===== src/rtl/clkfan_pkg.sv =====
package clkfan_pkg;

    typedef enum logic [1:0] {
        ST_OFF    = 2'd0,
        ST_SETTLE = 2'd1,
        ST_ARMED  = 2'd2,
        ST_RUN    = 2'd3
    } fan_state_e;

    localparam logic [1:0] TRI_LO  = 2'b00;
    localparam logic [1:0] TRI_MID = 2'b01;
    localparam logic [1:0] TRI_HI  = 2'b11;

    typedef struct packed {
        logic [2:0] code1;
        logic [2:0] code2;
        logic       err;
    } fan_mode_t;

    function automatic int tri_weight(input logic [1:0] c);
        case (c)
            TRI_LO:  return 0;
            TRI_MID: return 1;
            TRI_HI:  return 2;
            default: return 0;
        endcase
    endfunction

    function automatic logic tri_bad(input logic [1:0] c);
        return (c == 2'b10);
    endfunction

endpackage


===== src/rtl/clkfan_mode_dec.sv =====
module clkfan_mode_dec
    import clkfan_pkg::*;
#(
    parameter int LANE1_CHOICES = 5,
    parameter int VALID_MODES   = 25
) (
    input  logic [1:0] sel0,
    input  logic [1:0] sel1,
    input  logic [1:0] sel2,
    output fan_mode_t  mode
);
    always_comb begin
        int  idx;
        logic bad;
        bad  = tri_bad(sel0) | tri_bad(sel1) | tri_bad(sel2);
        idx  = 9 * tri_weight(sel2) + 3 * tri_weight(sel1) + tri_weight(sel0);
        mode = '0;
        if (bad || idx >= VALID_MODES) begin
            mode.err = 1'b1;
        end else begin
            mode.code1 = 3'((idx + 1) % LANE1_CHOICES);
            mode.code2 = 3'(idx / LANE1_CHOICES + 1);
        end
    end
endmodule


===== src/rtl/clkfan_tap.sv =====
module clkfan_tap #(
    parameter int DIV_W = 4
) (
    input  logic [2:0]       code,
    input  logic             src,
    input  logic [DIV_W-1:0] div,
    output logic             on,
    output logic             lvl
);
    always_comb begin
        on  = (code != 3'd0);
        lvl = 1'b0;
        if (code == 3'd1) lvl = src;
        for (int k = 0; k < DIV_W; k++) begin
            if (int'(code) == k + 2) lvl = div[k];
        end
    end
endmodule


===== src/rtl/clkfan_ctrl.sv =====
module clkfan_ctrl
    import clkfan_pkg::*;
#(
    parameter int SETTLE_EDGES = 8,
    parameter int DIV_W        = 4
) (
    input  logic       clk,
    input  logic       rst_n,
    input  logic       src_clk,
    input  logic [1:0] en_sel,
    input  logic [1:0] sel0,
    input  logic [1:0] sel1,
    input  logic [1:0] sel2,
    input  logic [2:0] out_en,
    output logic [2:0] clk_out,
    output logic [2:0] out_drive,
    output logic       mode_err
);
    localparam int SW    = $clog2(SETTLE_EDGES + 1);
    localparam int LANES = 3;

    typedef struct packed {
        fan_state_e       st;
        logic [SW-1:0]    settle;
        logic [DIV_W-1:0] div;
        logic             src;
        logic             err;
        logic [LANES-1:0] y;
        logic [LANES-1:0] v;
    } fan_regs_t;

    fan_regs_t r_d, r_q;
    fan_mode_t mode;
    logic [LANES-1:0] lane_on, lane_lvl;
    logic [DIV_W-1:0] div_next;
    logic             rise;

    clkfan_mode_dec u_dec (
        .sel0 (sel0),
        .sel1 (sel1),
        .sel2 (sel2),
        .mode (mode)
    );

    assign rise     = src_clk & ~r_q.src;
    assign div_next = (r_q.st == ST_RUN && rise) ? r_q.div + 1'b1 : r_q.div;

    assign lane_on[0]  = 1'b1;
    assign lane_lvl[0] = src_clk;

    for (genvar g = 1; g < LANES; g++) begin : g_tap
        clkfan_tap #(.DIV_W(DIV_W)) u_tap (
            .code (g == 1 ? mode.code1 : mode.code2),
            .src  (src_clk),
            .div  (div_next),
            .on   (lane_on[g]),
            .lvl  (lane_lvl[g])
        );
    end

    always_comb begin
        r_d     = r_q;
        r_d.src = src_clk;
        if (en_sel != TRI_HI) begin
            r_d.st     = ST_OFF;
            r_d.settle = '0;
            r_d.div    = '0;
            r_d.err    = 1'b0;
            r_d.y      = '0;
            r_d.v      = '0;
        end else begin
            r_d.div = div_next;
            case (r_q.st)
                ST_OFF: begin
                    r_d.st     = ST_SETTLE;
                    r_d.settle = '0;
                end
                ST_SETTLE: begin
                    if (rise) begin
                        if (r_q.settle == SW'(SETTLE_EDGES - 1)) begin
                            r_d.st     = ST_ARMED;
                            r_d.settle = '0;
                        end else begin
                            r_d.settle = r_q.settle + 1'b1;
                        end
                    end
                end
                ST_ARMED: begin
                    if (rise) r_d.st = ST_RUN;
                end
                default: ;
            endcase
            r_d.err = mode.err;
            r_d.v   = out_en & lane_on;
            case (r_d.st)
                ST_SETTLE: r_d.y = out_en & lane_on;
                ST_RUN:    r_d.y = out_en & lane_on & lane_lvl;
                default:   r_d.y = '0;
            endcase
        end
    end

    always_ff @(posedge clk or negedge rst_n) begin
        if (!rst_n) r_q <= '0;
        else        r_q <= r_d;
    end

    assign clk_out   = r_q.y;
    assign out_drive = r_q.v;
    assign mode_err  = r_q.err;

endmodule


===== config.mk =====
export PLATFORM = sky130hd
export DESIGN_NAME = clkfan_ctrl
export DESIGN_NICKNAME = d
export VERILOG_FILES = /design/src/rtl/clkfan_pkg.sv /design/src/rtl/clkfan_mode_dec.sv /design/src/rtl/clkfan_tap.sv /design/src/rtl/clkfan_ctrl.sv
export SDC_FILE = /design/constraint.sdc
export NUM_CORES = 1
export LEC_CHECK = 0
export CORE_MARGIN = 5
export CORE_UTILIZATION = 54
export DETAILED_ROUTE_END_ITERATION = 7
export PLACE_DENSITY = 0.82
export SYNTH_ARGS = -nofsm -noshare
export SYNTH_HDL_FRONTEND = slang
export SYNTH_SLANG_ARGS = --single-unit

===== constraint.sdc =====
create_clock -name clk -period 1.7 [get_ports clk]
set_input_delay 0.255 -clock clk [delete_from_list [all_inputs] [get_ports clk]]
set_output_delay 0.255 -clock clk [all_outputs]
set_load 0.02 [all_outputs]

==> results of run 1 <==
==> cell families after synthesis <==
family | share of synthesized area
simple gates | 0.242
compound gates | 0.265
buf+inv | 0.0815
fa+ha+maj | 0.153
flops | 0.165
xor+xnor | 0.0513
mux | 0.0421
==> through the flow <==
stage | worst slack (ns) | utilization | hold WS, ns | area (um^2) | std cells
after floorplan | -4.70 | - | -0.0406 | 3010 | 358
after detailed placement | -5.44 | 0.828 | 0.468 | 3990 | 539
after CTS | -4.78 | 0.917 | 0.335 | 4420 | 569
after global placement | -5.05 | 0.828 | 0.461 | 3990 | 539
==> layer usage <==
layer,GRT overflow,GRT usage
met1,2,0.778
met2,175,1.06
met3,5,0.609
met4,116,1.00
met5,0,0.117
==> synthesized netlist by cell type (9+ instances only) <==
cell type / n / area, um^2
a21oi_1: 19 / 95.1
ha_1: 27 / 338
dfrtp_1: 18 / 450
nor3_1: 9 / 45.0
o21ai_0: 20 / 100
xnor2_1: 11 / 96.3
nand3_1: 11 / 55.1
inv_1: 31 / 116
nand2_1: 34 / 128
nor2_1: 33 / 124
==> what timing repair did <==
action | CTS
cloned | 0
endpoints found under the setup margin | 5
setup buffers | 26
pin swaps | 30
gates resized for setup | 53
==> results_dict.tcl, run 1 <==
set metrics [dict create \
    clk_path_buf_depth 2 \
    h-tree-depth 1 \
    yosysWarnings 0 \
    die_h_um 81.2 \
    ys_types 74 \
    ys_seq_area_frac 0.165 \
    synth_cells 358 \
    cts_inserted_buffers 3 \
    cts.sinks 18 \
    netlist_area_um2 2730 \
    ctsRootBufferMaster "clkbuf_8" \
    syn_nets 402 \
    start_util 0.568 \
    crit_endpoint "clk_out[1]$_DFF_PN0_/D" \
    synth_edf_count 0 \
    overflow 298 \
    lastStage "global routing" \
    rows 25 \
    outcome "stopped before the end" \
    grt_max_degree 19 \
    synth_area_per_cell_um2 7.64 \
    place.gp.congestion 0.954 \
    asyncSetResetFlopFracSynth 1.00 \
    numPortBuffers 20 \
    ctsHoldBuffers 0 \
    ys_seq_elements 18 \
    die-width_um 81.2 \
    toolErrorMsg "[ERROR GRT-0232] Routing congestion too high. Check the congestion heatmap in the GUI." \
    worst-ep-kind "register input" \
    synth_top_flop_cell "dfrtp_1" \
    grt_use_total 0.834 \
    dp_hpwl_mm 7.29 \
    ios 21 \
]
==> run 2: changes to the inputs <==
--- a/config.mk
+++ b/config.mk
@@ -6,9 +6,9 @@
 export NUM_CORES = 1
 export LEC_CHECK = 0
 export CORE_MARGIN = 5
-export CORE_UTILIZATION = 54
+export CORE_UTILIZATION = 40
 export DETAILED_ROUTE_END_ITERATION = 7
-export PLACE_DENSITY = 0.82
+export PLACE_DENSITY_LB_ADDON = 0.15
 export SYNTH_ARGS = -nofsm -noshare
 export SYNTH_HDL_FRONTEND = slang
 export SYNTH_SLANG_ARGS = --single-unit
==> constraint.sdc (replaced) <==
create_clock -name clk -period 2.2 [get_ports clk]
set_input_delay 0.33 -clock clk [delete_from_list [all_inputs] [get_ports clk]]
set_output_delay 0.33 -clock clk [all_outputs]
set_load 0.02 [all_outputs]
==> results_dict.tcl, run 2 <==
set metrics [dict create \
    yosys.area_share.simple 0.242 \
    cts_inserted_buffers 3 \
    finalNonFillerCells 605 \
    slowest_delay_ns 0.56 \
    ys_seq_area_frac 0.165 \
    top_register "r_q" \
    worstPathArrival_ns 6.62 \
    synth_edf_count 0 \
    numPortBuffers 20 \
    ys_types 74 \
    finalSetupViolCount 5 \
    die-width_um 92.7 \
    synth_area_leaders "dfrtp_1 (16%), ha_1 (12%), nand2_1 (4.7%), nor2_1 (4.5%), inv_1 (4.3%)" \
    fin_crit_ns 6.45 \
    critPathKind "input pin to flop" \
    ff2ff_path_depth 8 \
    grt_max_degree 19 \
    cts.sinks 18 \
    grt_use_met2 0.389 \
    wirelength_mm 8.70 \
    coreArea_um2 6720 \
    asyncSetResetFlopFracSynth 1.00 \
    yosysMostFrequentCell "nand2_1" \
    synth-adder-area-share 0.153 \
    crit_buf_inv 7 \
    drt_iter0_markers 131 \
    h-tree-depth 1 \
    dieArea_um2 8590 \
    clk_path_buf_depth 2 \
    fillers 500 \
    power_density_nw_per_um2 685 \
    synth_top_family_by_area "compound AO/OA/AOI/OAI gates" \
    synth_top_flop_cell "dfrtp_1" \
    critPathCaptureType "flop" \
    busiest_layer "met2" \
    nets 570 \
    yosysWarnings 0 \
    fin_crit_sh 2.93 \
    worstSetupStartpointType "input pin" \
    antenna_found_initial 0 \
    tightest_slew_ns 0.603 \
    slew_headroom 0.593 \
    final_common_cell "buf_4" \
    post-route-drc-count 0 \
    rsz0062_at_grt "true" \
    cts_tree "yes" \
    die_h_um 92.7 \
    crit_path_frequent_cell "inv_2" \
    clk_latency_ns 0.26 \
    netlist_area_um2 2730 \
    place.gp.congestion 0.859 \
    final_max_slew_viol_count 0 \
    clock_skew_ns 0.00415 \
    grt_pass1_vias 3280 \
    timing.fmax_ghz 0.155 \
    synth_cells 358 \
    synth_area_per_cell_um2 7.64 \
    grt_pass1_wl_mm 14.5 \
    violations "negative setup slack" \
    dp.cells 558 \
    routedWlPerCell_um 14.4 \
    synth_xor_area_frac 0.0513 \
    start_util 0.407 \
    synth_common_cells "nand2_1 (34), nor2_1 (33), inv_1 (31), ha_1 (27), o21ai_0 (20)" \
    antenna_cells 0 \
    synth_top_area_frac 0.165 \
    crit_family "adder cells" \
    synth_top_area_cell "dfrtp_1" \
    ios 21 \
    path_max_fanout 4 \
    grt_use_total 0.200 \
    ys_seq_elements 18 \
    finalHoldViolCount 0 \
    syn_nets 402 \
    max-vdd-ir-drop_mv 0.289 \
    ctsHoldBuffers 0 \
    ant_nets 0 \
    cp_slowest_cell "fa_2" \
    overflow 0 \
    hold_path.class "input pin to asynchronous set/reset pin" \
    finalWorstSetupSlack_ns -4.25 \
    cp.depth 36 \
    synthMuxAreaShare 0.0421 \
    drive_gt1_frac 0.505 \
    outcome "finished, violations left" \
    clk_pin_slew_ns 0.07 \
    firstDrtPassIters 4 \
    synth_compound_area_frac 0.265 \
    layout_common_cells "buf_4 (143), nand2_1 (29), nor2_1 (26), inv_1 (21), dfrtp_1 (18)" \
    ctsRootBufferMaster "clkbuf_8" \
    required_ns 2.37 \
    syn_to_final_growth_pct 73.7 \
    met1_usage 0.236 \
    vias 3262 \
    maxCapViolCount 0 \
    p_leak_nw 2.23 \
    dp_hpwl_mm 6.20 \
    routed_via_density 5.39 \
    met3_usage 0.0236 \
    largest_reg_flops 11 \
    rows 30 \
    dpl_worst_slack_ns -4.89 \
]
## run 2: cell counts after synthesis
No cell type changed its count.
## run 2: stage by stage
step	power (W)	hold WS [ns]	utilization	TNS, ns	instance area [um^2]
2_1_floorplan	0.00155	0.0344	-	-15.90	3010
3_3_place_gp	0.00229	0.465	0.602	-20.00	4050
3_5_place_dp	0.00231	0.471	0.602	-20.47	4050
4_1_cts	0.00303	0.407	0.686	-16.34	4610
5_1_grt	0.00348	0.432	0.707	-17.67	4750
6_report	0.00325	0.401	0.707	-16.47	4750
## run 2: area by class of cell
cell class,count,area [um^2],area share
multi-input combinational,292,2560,0.539
timing repair buffer,178,1450,0.306
sequential,18,450,0.0948
inverter,33,130,0.0274
tap,80,100,0.0211
clock buffer,4,55.1,0.0116
## run 2: worst register-to-register path: cells and delay by family, from the launching register on
| family | cells | cell delay, ns |
|---|---|---|
| compound gates | 3 | 0.60 |
| xor+xnor | 1 | 0.17 |
| flops | 1 | 0.36 |
| simple gates | 4 | 0.54 |
## run 2: repair_timing
action,4_1_cts,5_1_grt
buffers inserted,34,12
pin swaps,57,31
endpoints found under the setup margin,5,5
gates resized for setup,77,15
## run 2: final timing paths
| check | start | end | slack, ns |
|---|---|---|---|
| max | sel1[0] | clk_out[1]$_DFF_PN0_ | -4.25 |
| min | rst_n | r_q[17]$_DFF_PN0_ | 0.40 |
| max reg2reg | r_q[7]$_DFF_PN0_ | clk_out[2]$_DFF_PN0_ | 0.42 |
| min reg2reg | r_q[15]$_DFFE_PN0P_ | r_q[15]$_DFFE_PN0P_ | 0.48 |
| max in group asynchronous | rst_n | r_q[12]$_DFFE_PN0P_ | 1.60 |
| min in group clk | r_q[15]$_DFFE_PN0P_ | r_q[15]$_DFFE_PN0P_ | 0.48 |
## run 2: power by group
part | internal, W | switching, W
registers | 0.000340 | 0.00000321
logic | 0.00141 | 0.00122
clock network | 0.000159 | 0.000113
## run 2: cell families (layout without fill, tap and decap cells)
| family | after synthesis | count (layout) |
|---|---|---|
| AO/OA/AOI/OAI | 103 | 103 |
| XOR/XNOR | 16 | 16 |
| adder cells (fa/ha/maj) | 32 | 32 |
| buffers and inverters | 48 | 215 |
| flip-flops | 18 | 18 |
| multiplexers | 11 | 11 |
| AND/OR/NAND/NOR | 130 | 130 |
## run 2: per-layer routing
metal  vias up  part of all wire
li1       1629                 -
met2        70              0.53
met4         0             0.012
met1      1546              0.43
met3        17             0.031
met5         -                 0
Note: power is estimated with default switching activity, not from simulation.
